--- src/rtl/fnop_char_fetch.sv ---
module fnop_char_fetch #(
  parameter int PIX_W  = 8,
  parameter int CHR_W  = 6,
  parameter int LINE_W = 3,
  parameter int PAGE_W = 7
) (
  input  logic                                clk,
  input  logic                                rst_n,
  input  logic                                cpu_hi,
  input  logic                                m1_n,
  input  logic                                rfsh_n,
  input  logic                                a15,
  input  logic                                bitmap,
  input  logic [PIX_W-1:0]                    data_in,
  input  logic [PAGE_W-1:0]                   page,
  input  logic [LINE_W-1:0]                   line,
  output logic                                bus_zero,
  output logic                                pat_oe,
  output logic [PAGE_W+CHR_W+LINE_W-1:0]      pat_addr,
  output logic                                pixel
);
  localparam int AW   = PAGE_W + CHR_W + LINE_W;
  localparam int CNTW = $clog2(PIX_W + 1);
  localparam int SEL  = PIX_W - 2;
  localparam int INV  = PIX_W - 1;

  logic [1:0]       tq;
  logic             cap, chr_inv, px_inv;
  logic [CHR_W-1:0] chr;
  logic [PIX_W-1:0] sr;
  logic [CNTW-1:0]  cnt;

  logic active, grab, load, t_end;
  assign active = !m1_n || !rfsh_n;
  assign t_end  = active && !cpu_hi;
  assign grab   = !m1_n && rfsh_n && tq == 2'd0 && !cpu_hi && a15 && !data_in[SEL];
  assign load   = cap && !rfsh_n && tq == 2'd3 && cpu_hi;

  assign bus_zero = cap && !m1_n && tq == 2'd1 && !cpu_hi;
  assign pat_oe   = cap && !bitmap && !rfsh_n;
  assign pat_addr = pat_oe ? {page, chr, line} : AW'(0);
  assign pixel    = (cnt != '0) && (sr[PIX_W-1] ^ px_inv);

  always_ff @(posedge clk) begin
    if (!rst_n) begin
      tq      <= '0;
      cap     <= 1'b0;
      chr     <= '0;
      chr_inv <= 1'b0;
    end else begin
      if (!active)    tq <= '0;
      else if (t_end) tq <= tq + 2'd1;
      if (grab) begin
        cap     <= 1'b1;
        chr     <= data_in[CHR_W-1:0];
        chr_inv <= data_in[INV];
      end else if (!active || (t_end && tq == 2'd3)) begin
        cap <= 1'b0;
      end
    end
  end

  always_ff @(posedge clk) begin
    if (!rst_n) begin
      sr     <= '0;
      cnt    <= '0;
      px_inv <= 1'b0;
    end else if (load) begin
      sr     <= data_in;
      cnt    <= CNTW'(PIX_W);
      px_inv <= chr_inv;
    end else if (cnt != '0) begin
      sr  <= sr << 1;
      cnt <= cnt - 1'b1;
    end
  end

  a_r3_no_overlap: assert property (@(posedge clk) disable iff (!rst_n)
    bus_zero |-> !pat_oe);
  a_r3_single_cycle: assert property (@(posedge clk) disable iff (!rst_n)
    bus_zero |=> !bus_zero);
  a_r4_addr_in_refresh: assert property (@(posedge clk) disable iff (!rst_n)
    pat_oe |-> (!rfsh_n && m1_n));
  a_r4_code_steady: assert property (@(posedge clk) disable iff (!rst_n)
    (pat_oe && $past(pat_oe)) |-> $stable(pat_addr[LINE_W+CHR_W-1:LINE_W]));
  a_r7_bitmap_no_addr: assert property (@(posedge clk) disable iff (!rst_n)
    bitmap |-> (!pat_oe && pat_addr == '0));
endmodule

--- config.mk ---
export PLATFORM = sky130hd
export DESIGN_NAME = fnop_char_fetch
export DESIGN_NICKNAME = d
export VERILOG_FILES = /design/src/rtl/fnop_char_fetch.sv
export SDC_FILE = /design/constraint.sdc
export NUM_CORES = 1
export LEC_CHECK = 0
export ABC_AREA = 0
export BUFFER_PORTS_ARGS = -buffer_cell sky130_fd_sc_hd__buf_2
export CAP_MARGIN = 20
export CORE_ASPECT_RATIO = 0.9
export CORE_UTILIZATION = 45
export CTS_CLUSTER_DIAMETER = 80
export CTS_CLUSTER_SIZE = 16
export DETAILED_ROUTE_END_ITERATION = 6
export PLACE_DENSITY_LB_ADDON = 0.05
export SYNTH_ARGS = -nofsm -noshare
export SYNTH_HDL_FRONTEND = slang
export SYNTH_SLANG_ARGS = --single-unit
--- constraint.sdc ---
create_clock -name clk -period 1.77 [get_ports clk]
set_clock_uncertainty 0.05 [all_clocks]
set_input_delay 0.0885 -clock clk [delete_from_list [all_inputs] [get_ports clk]]
set_output_delay 0.0885 -clock clk [all_outputs]
set_load 0.05 [all_outputs]
* Word-level counts from Yosys, hierarchy flattened
Cells that the tools add are included.
** Storage, ports and cells
- Flip-flop bits (word level) :: 23
- Bits in latches :: 0
- Memory bits (writable) :: 0
- Bits in read-only memories :: 0
- Input port bits :: 25
- Word-level logic and storage cells :: 51
- Memories kept :: 0
** Operators by class
- Add/subtract/negate cells :: 2
- Multipliers :: 0
- Divide/modulo/power cells :: 0
- $lt $le $gt $ge :: 0
- Eq/ne operators :: 2
- Shift-type cells :: 0
- Muxes and demuxes :: 7
- Bitwise gates (word level) :: 2
- Reduce and logical (&&, ||, !) cells :: 30
** Operators by type and width (count)
- logical AND 1 bit :: 16
- 2-to-1 mux 16 bit :: 1
- 2-to-1 mux 8 bit :: 2
- 2-to-1 mux 4 bit :: 2
- zero test 1 bit :: 6
- nonzero test 2 bit :: 2
- nonzero test 4 bit :: 1
- subtractor 4 x 1 -> 4 bit, second input constant :: 1
- adder 2 x 1 -> 2 bit, second input constant :: 1
- == test 2 x 1 -> 1 bit, second input constant :: 1
- == test 2 bit, second input constant :: 1
- zero test 2 bit :: 1
- logical OR 1 bit :: 2
- 2-to-1 mux 1 bit :: 2
- AND reduction 2 bit :: 1
- OR reduction 2 bit :: 1
- inverter 1 bit :: 1
- bitwise XOR 1 bit :: 1

* Longest topological paths before layout
- Depth in word-level cells :: 7
- Depth in mapped cells :: 6
- Gate-level depth less buffers :: 5

* Least setup slack after synthesis
No wires, ideal clock.
- Path kind :: reg-to-output
- From :: register tq[0]
- To :: output bus_zero
- Arrival time :: 1.608 ns
- Setup slack :: 0.024 ns
- Cell stages (with the launch flop) :: 4
- Path through :: dfxtp_1 -> ha_1 -> nand2_1 -> nor3_1
** On the way
- Cells in the longest elaborated chain, start to end :: 3
** Ends and longest elaborated chain
- start: declaration :: line 27 : logic [1:0] tq;
- start signal: assignment :: line 52 : else if (t_end) tq <= tq + 2'd1;
- == test 2 x 1 -> 1 bit :: line 39 : assign bus_zero = cap && !m1_n && tq == 2'd1 && !cpu_hi;
- logical AND 1 bit (2 in a row) :: line 39
- end: declaration :: line 17 : output logic bus_zero,
Every way passes these cells.

* Worst setup path in the final report
- From :: register cnt[0]
- To :: output pixel
** On the way
- Cells in the longest elaborated chain, start to end :: 2
** Ends and longest elaborated chain
- start: declaration :: line 31 : logic [CNTW-1:0] cnt;
- start signal: assignment :: line 70 : cnt <= CNTW'(PIX_W);
- start signal: assignment :: line 74 : cnt <= cnt - 1'b1;
- nonzero test 4 bit :: line 42 : assign pixel = (cnt != '0) && (sr[PIX_W-1] ^ px_inv);
- logical AND 1 bit :: line 42
- end: declaration :: line 20 : output logic pixel
Every way passes these cells.

==> results.json <==
{
  "start_util_pct": 47.7,
  "coreArea_mm2": 0.00247,
  "met3_length_um": 148,
  "grt_overflow": 0,
  "cp-endpoint": "pixel",
  "setup.worst_path.start": "cnt[0]",
  "die_h_um": 50.5,
  "yosys_warnings": 0,
  "cts_buffer_depth": 2,
  "die_area_mm2": 0.00283,
  "drv_slew": 0,
  "synth_top_area_share_pct": 39.1,
  "ir_drop_v": 0.00119,
  "grt_pass1_wl_mm": 4.24,
  "clock-root-buffer": "clkbuf_4",
  "drt_pass1_iterations": 4,
  "final_cell_mix": "buf_2 (42), nand2_1 (32), dfxtp_1 (21), and2_1 (16), mux2i_1 (10)",
  "reg2reg_slack_ns": 0.20,
  "ys_top_cells_by_area": "dfxtp_1 (39%), nand2_1 (10%), and2_1 (8.5%), mux2i_1 (8.5%), ha_1 (5.3%)",
  "drc_errors": 0,
  "period_share_pct": 95.8,
  "wl_met1_mm": 1.15,
  "endpoint_kind": "output pin",
  "wl_per_cell_um": 11.4,
  "criticalPathCategory": "reg -> out",
  "outcome": "completed",
  "syn_area_mm2": 0.00118,
  "r2r-start": "cnt[0]",
  "r2r-end": "cnt[1]",
  "nFillCells": 227,
  "worst_pin_slew_ns": 0.486,
  "avgSynthCellArea_um2": 8.35,
  "synth-seq-area-share_pct": 39.1,
  "io_pins": 44,
  "max-slew-margin-rel_pct": 67.5,
  "max_freq_ghz": 0.590,
  "vias": 1073,
  "clock_sinks": 23,
  "crit_fanout": 3,
  "grt_max_degree": 28,
  "syn2layout_area_growth_pct": 30.4,
  "die_w_um": 55.9,
  "synth_top_cell_by_area": "dfxtp_1",
  "ys_ff_latch": 23,
  "synth_cell_types": 26,
  "cts_tree": "done",
  "fin_nets": 222,
  "setup_tns_ns": 0,
  "period_minus_slack_ns": 1.70,
  "p_per_area_mw_per_mm2": 836,
  "worst_slack_ns": 0.0750,
  "clk_pin_slew_ns": 0.13,
  "first_iter_violations": 22,
  "insertion_delay_ns": 0.32,
  "post_cts_buffers": 0,
  "cts_made_buffers": 3,
  "reg2regPathDepth": 4,
  "via_per_inst": 4.90,
  "start_kind": "register",
  "htreeDepth": 1,
  "layout_commonest_cell": "buf_2",
  "dp_slack_ns": 0.232,
  "syn_nets": 171,
  "top_layer": "met4",
  "port-buffer-count": 43,
  "grt_pass1_vias": 1003,
  "grtUsageTotal_pct": 19.0,
  "drive_above_1_share_pct": 30.4,
  "hold_violations": 0,
  "met2_wirelength_mm": 1.18,
  "ant_nets": 0,
  "antenna_found_initial": 0,
  "p_total_mw": 1.28,
  "rsz0062_at_grt": "false",
  "place.detailed.hpwl_mm": 1.82,
  "crit_required_ns": 1.63,
  "drt-total-wl_mm": 2.50,
  "setup_viol": 0,
  "hold_path_class": "in -> reg",
  "whs_ns": 0.0711,
  "crit_arrival_ns": 1.56,
  "antenna_cells": 0,
  "maxCapViolCount": 0,
  "leakagePower_nw": 0.722,
  "postSynthCellCount": 141,
  "rows": 17,
  "gp_congestion": 0.739
}
flip-flops by register name, indices dropped and copies added (netlist names):
name,flops
sr,8
cap,1
tq,2
px_inv,1
cnt,4
chr,6
chr_inv,1
cell usage after synthesis:
cell type  count
nor3b_1        1
inv_1          5
o21a_1         2
dfxtp_1       23
buf_2          5
clkbuf_1       3
and2_1        16
nand4b_2       1
nor2b_1        1
mux2i_1       10
a31oi_1        7
nand2b_1       1
a21boi_0       1
nor3b_2        1
xnor2_1        3
o21ai_0        7
or3b_1         1
nand4b_1       1
nor3_1         3
and3_1         2
ha_1           5
nand2_1       32
xor2_1         1
a211oi_1       1
nor2_1         7
nor3_4         1
critical path: stages, from the launching register on:
cell	delay, ns
dfxtp_2	0.35
inv_1	0.07
ha_1	0.23
nor3b_2	0.17
buf_4	0.14
nor2_2	0.11
buf_6	0.16
cell families (layout without fill, tap and decap cells):
family,Yosys count,in the layout,synth area share (%)
flops,23,23,39.1
simple gates,68,68,30.2
fa+ha+maj,5,5,5.31
mux,10,10,8.50
compound gates,18,18,9.25
buf+inv,13,63,4.68
xor+xnor,4,4,2.98
layer usage:
| metal | track usage, % | up-vias |
|---|---|---|
| met1 | 22.8 | 471 |
| met2 | 34.3 | 31 |
| met3 | 5.41 | 5 |
| li1 | - | 566 |
| met4 | 3.66 | 0 |
| met5 | 0 | - |
timing repair:
action / in CTS / in global routing
endpoints found under the setup margin: 1 / 1
endpoints found under the hold margin: 7 / 0
hold buffers: 7 / 0
resized for setup: 2 / 4
how the worst min path moves through the flow:
stage / start / end / slack, ns / cells past startpoint
finish: data_in[6] / sr[6] / 0.07 / 3
floorplan: data_in[0] / chr[0] / 0.18 / 2
detailed placement: data_in[7] / chr_inv / 0.32 / 3
global placement: data_in[7] / chr_inv / 0.31 / 3
CTS: data_in[6] / sr[6] / 0.06 / 3
global route: m1_n / chr[4] / 0.09 / 3
layout make-up:
class,count,area (um^2),area share [%]
clock inverters,1,5.00,0.326
multi-input cells,105,669,43.6
well taps,28,35.0,2.28
flip-flops and latches,23,463,30.2
repair buffers,54,322,20.9
inverters,5,18.8,1.22
clock buffers,3,22.5,1.47
stage by stage:
stage	instance area [um^2]	cells	utilization [%]
final	1540	219	62.2
after global routing	1540	219	62.2
after CTS	1530	219	61.9
after detailed placement	1420	208	57.6
after global placement	1420	208	57.6
after floorplan	1180	141	-
report_power, final:
group          total (mW)  switching [mW]  internal (mW)
logic               0.432           0.231          0.200
clock network       0.247           0.162         0.0847
registers           0.605          0.0391          0.566
total                1.28           0.433          0.851
Note: power is estimated with default switching activity, not from simulation.
